--- src/rtl/nmi_trig_pkg.sv ---
// Shared types and address-map helpers for the NMI trigger controller.
// Assumes byte offsets and a single 32-bit-aligned register per offset.
package nmi_trig_pkg;

    // Trigger mode codes; the numeric values are software-visible.
    typedef enum logic [1:0] {
        TRIG_LVL_LO    = 2'd0,
        TRIG_EDGE_FALL = 2'd1,
        TRIG_LVL_HI    = 2'd2,
        TRIG_EDGE_RISE = 2'd3
    } trig_mode_e;

    localparam int unsigned OFS_CTRL = 32'h00;
    localparam int unsigned OFS_PEND = 32'h04;

    // Offset of the enable word for a given map variant.
    function automatic int unsigned enable_offset(input int variant);
        return (variant == 0) ? 32'h08 : 32'h34;
    endfunction

endpackage

--- src/rtl/nmi_sync.sv ---
// Multi-flop synchronizer for one asynchronous bit.
// Assumes STAGES >= 2; all flops reset to RST_VAL (the idle level of the pin).
module nmi_sync #(
    parameter int   STAGES  = 2,
    parameter logic RST_VAL = 1'b1
) (
    input  logic clk,
    input  logic rst_n,
    input  logic d_async,
    output logic q_sync
);
    logic [STAGES-1:0] chain_q;

    // Shift the pin through the flop chain.
    always_ff @(posedge clk) begin
        if (!rst_n) chain_q <= {STAGES{RST_VAL}};
        else        chain_q <= {chain_q[STAGES-2:0], d_async};
    end

    assign q_sync = chain_q[STAGES-1];
endmodule

--- src/rtl/nmi_trigger_detect.sv ---
// Recognises the selected trigger condition on the synchronized input.
// Level modes look at the current sample; edge modes compare it with the
// sample of the previous cycle. Assumes the input is already synchronous.
module nmi_trigger_detect
    import nmi_trig_pkg::*;
#(
    parameter logic IDLE_VAL = 1'b1
) (
    input  logic       clk,
    input  logic       rst_n,
    input  logic       level_in,
    input  trig_mode_e mode,
    output logic       hit
);
    logic prev_q;

    // Remember last cycle's sample for edge comparison.
    always_ff @(posedge clk) begin
        if (!rst_n) prev_q <= IDLE_VAL;
        else        prev_q <= level_in;
    end

    // Decode the trigger condition for the active mode.
    always_comb begin
        unique case (mode)
            TRIG_LVL_LO:    hit = ~level_in;
            TRIG_EDGE_FALL: hit = prev_q & ~level_in;
            TRIG_LVL_HI:    hit = level_in;
            TRIG_EDGE_RISE: hit = ~prev_q & level_in;
            default:        hit = 1'b0;
        endcase
    end
endmodule

--- src/rtl/nmi_regfile.sv ---
// Control, pending and enable registers with a single-cycle access port.
// Read data is registered and is zero after a non-read cycle or an
// unmapped read. The pending flag itself lives outside; this block only
// issues a clear request and reflects the flag on reads.
module nmi_regfile
    import nmi_trig_pkg::*;
#(
    parameter int ADDR_W      = 8,
    parameter int DATA_W      = 32,
    parameter int MAP_VARIANT = 0
) (
    input  logic              clk,
    input  logic              rst_n,
    input  logic              wr,
    input  logic              rd,
    input  logic [ADDR_W-1:0] addr,
    input  logic [DATA_W-1:0] wdata,
    input  logic              pend,
    output logic [DATA_W-1:0] ctrl_q,
    output logic              en_q,
    output logic              clr_req,
    output logic [DATA_W-1:0] rdata
);
    localparam logic [ADDR_W-1:0] A_CTRL = ADDR_W'(OFS_CTRL);
    localparam logic [ADDR_W-1:0] A_PEND = ADDR_W'(OFS_PEND);
    localparam logic [ADDR_W-1:0] A_EN   = ADDR_W'(enable_offset(MAP_VARIANT));

    logic sel_ctrl, sel_pend, sel_en;

    // Address decode.
    always_comb begin
        sel_ctrl = (addr == A_CTRL);
        sel_pend = (addr == A_PEND);
        sel_en   = (addr == A_EN);
    end

    assign clr_req = wr & sel_pend & wdata[0];

    // Control word: full width stored so other bits survive read-modify-write.
    always_ff @(posedge clk) begin
        if (!rst_n)               ctrl_q <= '0;
        else if (wr && sel_ctrl)  ctrl_q <= wdata;
    end

    // Enable bit.
    always_ff @(posedge clk) begin
        if (!rst_n)             en_q <= 1'b0;
        else if (wr && sel_en)  en_q <= wdata[0];
    end

    // Registered read mux; zero when idle or unmapped.
    always_ff @(posedge clk) begin
        if (!rst_n) begin
            rdata <= '0;
        end else if (rd) begin
            if (sel_ctrl)      rdata <= ctrl_q;
            else if (sel_pend) rdata <= {{(DATA_W-1){1'b0}}, pend};
            else if (sel_en)   rdata <= {{(DATA_W-1){1'b0}}, en_q};
            else               rdata <= '0;
        end else begin
            rdata <= '0;
        end
    end
endmodule

--- src/rtl/nmi_trigger_ctrl.sv ---
// Top of the single-source NMI trigger controller.
// Synchronizes the pin, detects the configured trigger, latches it in a
// sticky pending flag (set wins over clear) and drives a registered,
// maskable interrupt. Assumes the pin idles high and reset is synchronous.
module nmi_trigger_ctrl
    import nmi_trig_pkg::*;
#(
    parameter int ADDR_W      = 8,
    parameter int DATA_W      = 32,
    parameter int MAP_VARIANT = 0,
    parameter int SYNC_STAGES = 2
) (
    input  logic              clk,
    input  logic              rst_n,
    input  logic              nmi_in,
    input  logic              reg_wr,
    input  logic              reg_rd,
    input  logic [ADDR_W-1:0] reg_addr,
    input  logic [DATA_W-1:0] reg_wdata,
    output logic [DATA_W-1:0] reg_rdata,
    output logic              irq_out
);
    localparam logic PIN_IDLE = 1'b1;

    logic              pin_sync;
    logic              set_ev;
    logic              clr_req;
    logic              pend_q;
    logic              en_q;
    logic [DATA_W-1:0] ctrl_q;
    trig_mode_e        mode;

    assign mode = trig_mode_e'(ctrl_q[1:0]);

    nmi_sync #(
        .STAGES  (SYNC_STAGES),
        .RST_VAL (PIN_IDLE)
    ) u_sync (
        .clk     (clk),
        .rst_n   (rst_n),
        .d_async (nmi_in),
        .q_sync  (pin_sync)
    );

    nmi_trigger_detect #(
        .IDLE_VAL (PIN_IDLE)
    ) u_detect (
        .clk      (clk),
        .rst_n    (rst_n),
        .level_in (pin_sync),
        .mode     (mode),
        .hit      (set_ev)
    );

    nmi_regfile #(
        .ADDR_W      (ADDR_W),
        .DATA_W      (DATA_W),
        .MAP_VARIANT (MAP_VARIANT)
    ) u_regs (
        .clk     (clk),
        .rst_n   (rst_n),
        .wr      (reg_wr),
        .rd      (reg_rd),
        .addr    (reg_addr),
        .wdata   (reg_wdata),
        .pend    (pend_q),
        .ctrl_q  (ctrl_q),
        .en_q    (en_q),
        .clr_req (clr_req),
        .rdata   (reg_rdata)
    );

    // Sticky pending flag; a trigger in the clear cycle wins.
    always_ff @(posedge clk) begin
        if (!rst_n)       pend_q <= 1'b0;
        else if (set_ev)  pend_q <= 1'b1;
        else if (clr_req) pend_q <= 1'b0;
    end

    // Registered masked interrupt output.
    always_ff @(posedge clk) begin
        if (!rst_n) irq_out <= 1'b0;
        else        irq_out <= pend_q & en_q;
    end
endmodule

--- config.mk ---
export PLATFORM = sky130hd
export DESIGN_NAME = nmi_trigger_ctrl
export DESIGN_NICKNAME = d
export VERILOG_FILES = /design/src/rtl/nmi_trig_pkg.sv /design/src/rtl/nmi_sync.sv /design/src/rtl/nmi_trigger_detect.sv /design/src/rtl/nmi_regfile.sv /design/src/rtl/nmi_trigger_ctrl.sv
export SDC_FILE = /design/constraint.sdc
export NUM_CORES = 1
export LEC_CHECK = 0
export BUFFER_PORTS_ARGS = -buffer_cell sky130_fd_sc_hd__buf_2
export CAP_MARGIN = 15
export CORE_MARGIN = 4
export CORE_UTILIZATION = 45
export CTS_BUF_LIST = sky130_fd_sc_hd__clkbuf_16
export CTS_CLUSTER_DIAMETER = 30
export DETAILED_ROUTE_END_ITERATION = 7
export GPL_ROUTABILITY_DRIVEN = 0
export GPL_TIMING_DRIVEN = 0
export PLACE_DENSITY_LB_ADDON = 0.15
export SLEW_MARGIN = 20
export SYNTH_ARGS = -nofsm -noshare
export SYNTH_HDL_FRONTEND = slang
export SYNTH_SLANG_ARGS = --single-unit
export TNS_END_PERCENT = 1
--- constraint.sdc ---
create_clock -name clk -period 1.3 [get_ports clk]
set_clock_uncertainty 0.1 [all_clocks]
set_input_delay 0.26 -clock clk [delete_from_list [all_inputs] [get_ports clk]]
set_output_delay 0.26 -clock clk [all_outputs]
set_load 0.05 [all_outputs]
==> impl_metrics.yaml, run 1 <==
status:
  status: "finished, final reports clean"
routing:
  drtIter0Drc: 61
  wl_per_cell_um: 11.8
  first_pass_iters: 4
  drt_wl_total_um: 4710
  dr_total_vias: 1788
  vias_per_cell: 4.49
  ant_nets: 0
  drc_errors: 0
sta:
  tns_ps: 0
  tightest_slew_ps: 490
  period_share_pct: 96.5
  drv_slew: 0
  slew_headroom_pct: 67.4
  finalSetupViolCount: 0
  hold_viol: 0
  fmax_ghz: 0.797
  fin_crit_ps: 1250
worst_setup_path:
  critPathKind: "register to output pin"
  slowest_stage: "dfxtp_1"
  crit_required_ps: 940
  critPathArrivalTime_ps: 890
  crit_path_end_kind: "output pin"
  max_stage_delay_ps: 320
  startpoint_type: "register"
  crit_fanout: 1
  cp_num_buf_inv: 1
  path_cells: "buf_2"
  worst_path_dominant_cell_family: "flip-flops"
synthesis:
  synth_seq_area_share_pct: 56.8
  synth_area_leaders: "dfxtp_1, mux2i_1, nand2_1"
  synth_nets: 282
  syn_area_per_cell_um2: 10.4
  ys_ff_latch: 70
  synth_common_cells: "dfxtp_1, nand2_1, mux2i_1"
  yosys.area.top_type: "dfxtp_1"
  ys_types: 25
  synth_top_area_share_pct: 56.8
  ys.flop_type: "dfxtp_1"
  synth_edf_count: 0
  synthArstFlopShare_pct: 0
  syn_area_mm2: 0.00247
  ys.warnings.count: 0
  syn_inst: 237
  synth_most_common_cell: "dfxtp_1"
clock_network:
  root_buffer: "clkbuf_16"
  clock_sinks: 70
  path_clk_slew_ps: 50
  numCtsBuffers: 9
  cts_htree_levels: 3
  clk_latency_ps: 320
  cts_resized: 0
  cts_tree: "built"
  clk_path_buf_depth: 2
global_route:
  track_usage_pct: 15.4
  grt_max_degree: 11
  grt_pass1_wl_um: 7740
  grt_overflow: 0
  grt_pass1_vias: 1693
  antenna_found_initial: 0
power_and_ir_drop:
  switching_share_pct: 20.2
  power_frac_comb_pct: 3.9
  power_density_mw_per_mm2: 1360
  p_sw_w: 0.000878
  seqPwrFrac_pct: 49.6
  leakage_nw: 1.66
  peakVddDrop_uv: 859
  intPower_w: 0.00347
  clkPwrFrac_pct: 46.5
floorplan:
  initial_core_util_pct: 47.4
  core_area_mm2: 0.00520
  rows: 26
  die_y_um: 82.0
  io_pins: 78
  die_x_um: 82.0
  die-area_mm2: 0.00673
placement:
  port_buffers: 76
  hpwl_um: 3350
worst_hold_path:
  hold_class: "input pin to register"
layout:
  nets: 370
  fill_cells: 446
  antenna_cells: 0
  fin_util_pct: 61.3
  drive_gt1_share_pct: 30.2
  syn_to_final_growth_pct: 29.3
flow_run:
  cap_violations: 0
==> metal layers <==
layer  track usage, %  vias up  share of wire (%)  routed length, um
met2             24.3       49                 48               2250
met4             8.14        0                1.8                 85
met5                0        -                  0                  0
li1                 -      943                  -                  -
met1             18.9      786                 44               2060
met3             4.50       10                6.6                312
==> worst paths after layout <==
path,start,end,slack [ps],cells after the start
max,u_regs.rdata[31],reg_rdata[31],50,1
min,nmi_in,u_sync.chain_q[0],30,2
max reg2reg,u_regs.ctrl_q[1],pend_q,270,3
min reg2reg,u_sync.chain_q[0],u_sync.chain_q[1],300,1
==> power groups by stage <==
stage          registers, W  logic [W]  clock network [W]
2_1_floorplan       0.00220  0.0000730                  0
3_3_place_gp        0.00220   0.000172                  0
3_5_place_dp        0.00220   0.000173                  0
4_1_cts             0.00216   0.000173            0.00207
5_1_grt             0.00216   0.000195            0.00216
6_report            0.00216   0.000171            0.00202
==> metrics by stage <==
step	cells	hold slack, ps	total power, W	setup WS, ps	cell area, um2
floorplan	237	261	0.00227	-15.9	2470
detailed placement	383	292	0.00237	-267	2940
global route	398	40.6	0.00451	-3.96	3190
CTS	397	26.6	0.00440	32.4	3180
global placement	383	293	0.00237	-269	2940
finish	398	30.3	0.00435	45.3	3190
==> layout by cell type (no fill, tap or decap), types with 2 or more instances in the layout <==
cell type	netlist	final
nor4_4	2	2
clkbuf_16	0	9
mux2i_1	33	33
clkbuf_1	6	6
buf_6	6	6
and2_1	31	31
nand2b_1	4	4
inv_1	2	5
buf_2	2	78
dfxtp_1	70	70
nor2_1	2	2
nand2_1	65	65
==> area by class of cell <==
| cell class | count | area (um2) | share of cell area [%] |
|---|---|---|---|
| buffer | 14 | 100 | 3.14 |
| clock buffer | 9 | 225 | 7.06 |
| clock inverter | 5 | 22.5 | 0.706 |
| inverter | 2 | 7.51 | 0.235 |
| multi-input combinational | 151 | 958 | 30.0 |
| sequential | 70 | 1400 | 43.9 |
| tap | 70 | 87.6 | 2.75 |
| timing repair buffer | 77 | 388 | 12.2 |
==> registers in the layout, indices dropped and copies added (netlist names) <==
| register | flops |
|---|---|
| u_regs.ctrl_q | 32 |
| u_regs.rdata | 32 |
| u_sync.chain_q | 2 |
| irq_out | 1 |
| pend_q | 1 |
| u_detect.prev_q | 1 |
| u_regs.en_q | 1 |
==> logic make-up after synthesis <==
family                 count (synthesis)  synth area share, %
AO/OA/AOI/OAI                          4                 1.12
AND/OR/NAND/NOR                      112                 23.6
flip-flops                            70                 56.8
buffers and inverters                 16                 4.36
XOR/XNOR                               2                0.710
multiplexers                          33                 13.4
==> what timing repair did <==
action / 4_1_cts / 5_1_grt
hold buffers: 0 / 0
endpoints found under the setup margin: 0 / 4
endpoints found under the hold margin: 0 / 0
setup buffers: 0 / 1
No activity file was read; power rests on OpenSTA's default activity.
==> inputs of run 2 (changes only) <==
- REMOVE_ABC_BUFFERS: default -> 1
==> run 2 against run 1 <==
Net effect: utilization is 1.2 points higher; die area did not move; sequential power about the same; total power grew 5.9%; largest cell class unchanged; count of clock-buffer cells in the layout unchanged; sequential share of layout area decreased by 0.81 points; fmax shrank 0.46%.
==> impl_metrics.yaml, run 2 (synthesis results as in run 1) <==
power_and_ir_drop:
  leakage_nw: 1.68
  power_frac_comb_pct: 3.8
  p_sw_w: 0.000918
  intPower_w: 0.00369
  seqPwrFrac_pct: 46.8
  peakVddDrop_uv: 875
  power_density_mw_per_mm2: 1420
  clkPwrFrac_pct: 49.4
  switching_share_pct: 19.9
  p_total_w: 0.00461
worst_setup_path:
  startpoint_type: "register"
  crit_path_end_kind: "output pin"
  startpoint: "u_regs.rdata[9]"
  cp_num_buf_inv: 1
  critPathKind: "register to output pin"
  critPathArrivalTime_ps: 900
  crit_required_ps: 940
  crit_fanout: 1
  slowest_stage: "dfxtp_1"
  r2r_slack_ps: 300
  worst_path_dominant_cell_family: "flip-flops"
  r2r_start: "u_regs.ctrl_q[1]"
  max_stage_delay_ps: 320
  path_cells: "buf_2"
clock_network:
  numCtsBuffers: 9
  cts_tree: "built"
  clock_sinks: 70
  cts_htree_levels: 3
  clk_path_buf_depth: 2
  root_buffer: "clkbuf_16"
  clk_latency_ps: 320
  path_clk_slew_ps: 50
global_route:
  track_usage_pct: 16.6
  antenna_found_initial: 0
  grt_overflow: 0
  grt_max_degree: 73
  grt_pass1_vias: 1716
  grt_pass1_wl_um: 8170
floorplan:
  die_x_um: 82.0
  die-area_mm2: 0.00673
  io_pins: 78
  core_area_mm2: 0.00520
  rows: 26
  die_y_um: 82.0
  initial_core_util_pct: 47.4
routing:
  drc_errors: 0
  vias_per_cell: 4.52
  drt_wl_total_um: 5040
  dr_total_vias: 1787
  ant_nets: 0
  drtIter0Drc: 49
  wl_per_cell_um: 12.8
  first_pass_iters: 4
sta:
  tightest_slew_ps: 482
  finalSetupViolCount: 0
  hold_ws_ps: 34.3
  period_share_pct: 97.0
  fmax_ghz: 0.793
  slew_headroom_pct: 67.8
  fin_crit_ps: 1260
  rsz0062_at_grt: "no"
  hold_viol: 0
  drv_slew: 0
  tns_ps: 0
flow_run:
  cap_violations: 0
layout:
  final_common_cell: "buf_2"
  layout_common_cells: "buf_2, dfxtp_1, nand2_1"
  nets: 365
  top_regs: "u_regs.ctrl_q x32, u_regs.rdata x32, u_sync.chain_q x2"
  drive_gt1_share_pct: 31.7
  fin_cells: 395
  antenna_cells: 0
  final_area_mm2: 0.00325
  syn_to_final_growth_pct: 31.7
  fill_cells: 451
placement:
  dpl_cell_area_mm2: 0.00284
  dpl.cell_count: 370
  port_buffers: 77
  hpwl_um: 2830
worst_hold_path:
  min_from: "nmi_in"
  hold_class: "input pin to register"
status:
  status: "finished, final reports clean"
[run 2: worst paths after layout]
| kind | to | cells past startpoint |
|---|---|---|
| min | u_sync.chain_q[0] | 2 |
| min reg2reg | u_sync.chain_q[1] | 1 |
| max | reg_rdata[9] | 1 |
| max reg2reg | pend_q | 3 |
[run 2: metrics by stage]
| step | util [%] | setup WS (ps) |
|---|---|---|
| after global routing | 62.5 | 1.28 |
| final | 62.5 | 39.5 |
| after detailed placement | 54.6 | -844 |
| after floorplan | - | -222 |
| after CTS | 62.2 | -83.4 |
| after global placement | 54.6 | -844 |
[run 2: power by group through the flow]
stage	logic (W)	registers [W]	clock network [W]
after detailed placement	0.000157	0.00220	0
after CTS	0.000175	0.00216	0.00233
after global placement	0.000158	0.00220	0
after floorplan	0.0000444	0.00220	0
after global routing	0.000198	0.00216	0.00243
final	0.000176	0.00216	0.00227
[run 2: cell type report]
cell class	instances	area, um2	area share, %
sequential	70	1400	43.1
multi-input combinational	153	987	30.4
timing repair buffer	84	485	14.9
clock inverter	7	56.3	1.73
tap	70	87.6	2.69
clock buffer	9	225	6.93
inverter	2	7.51	0.231
[run 2: layer usage]
layer | GRT usage, % | routed length [um] | vias up
met2 | 27.9 | 2500 | 46
met1 | 18.7 | 2090 | 799
met4 | 7.48 | 69 | 0
met5 | 0 | 0 | -
li1 | - | - | 937
met3 | 6.03 | 377 | 5
[run 2: what timing repair did]
item,in CTS,in global routing
hold buffers,0,0
pin swaps,22,2
cloned,2,0
setup buffers,6,1
gates resized for setup,8,1
setup endpoints to repair,65,63
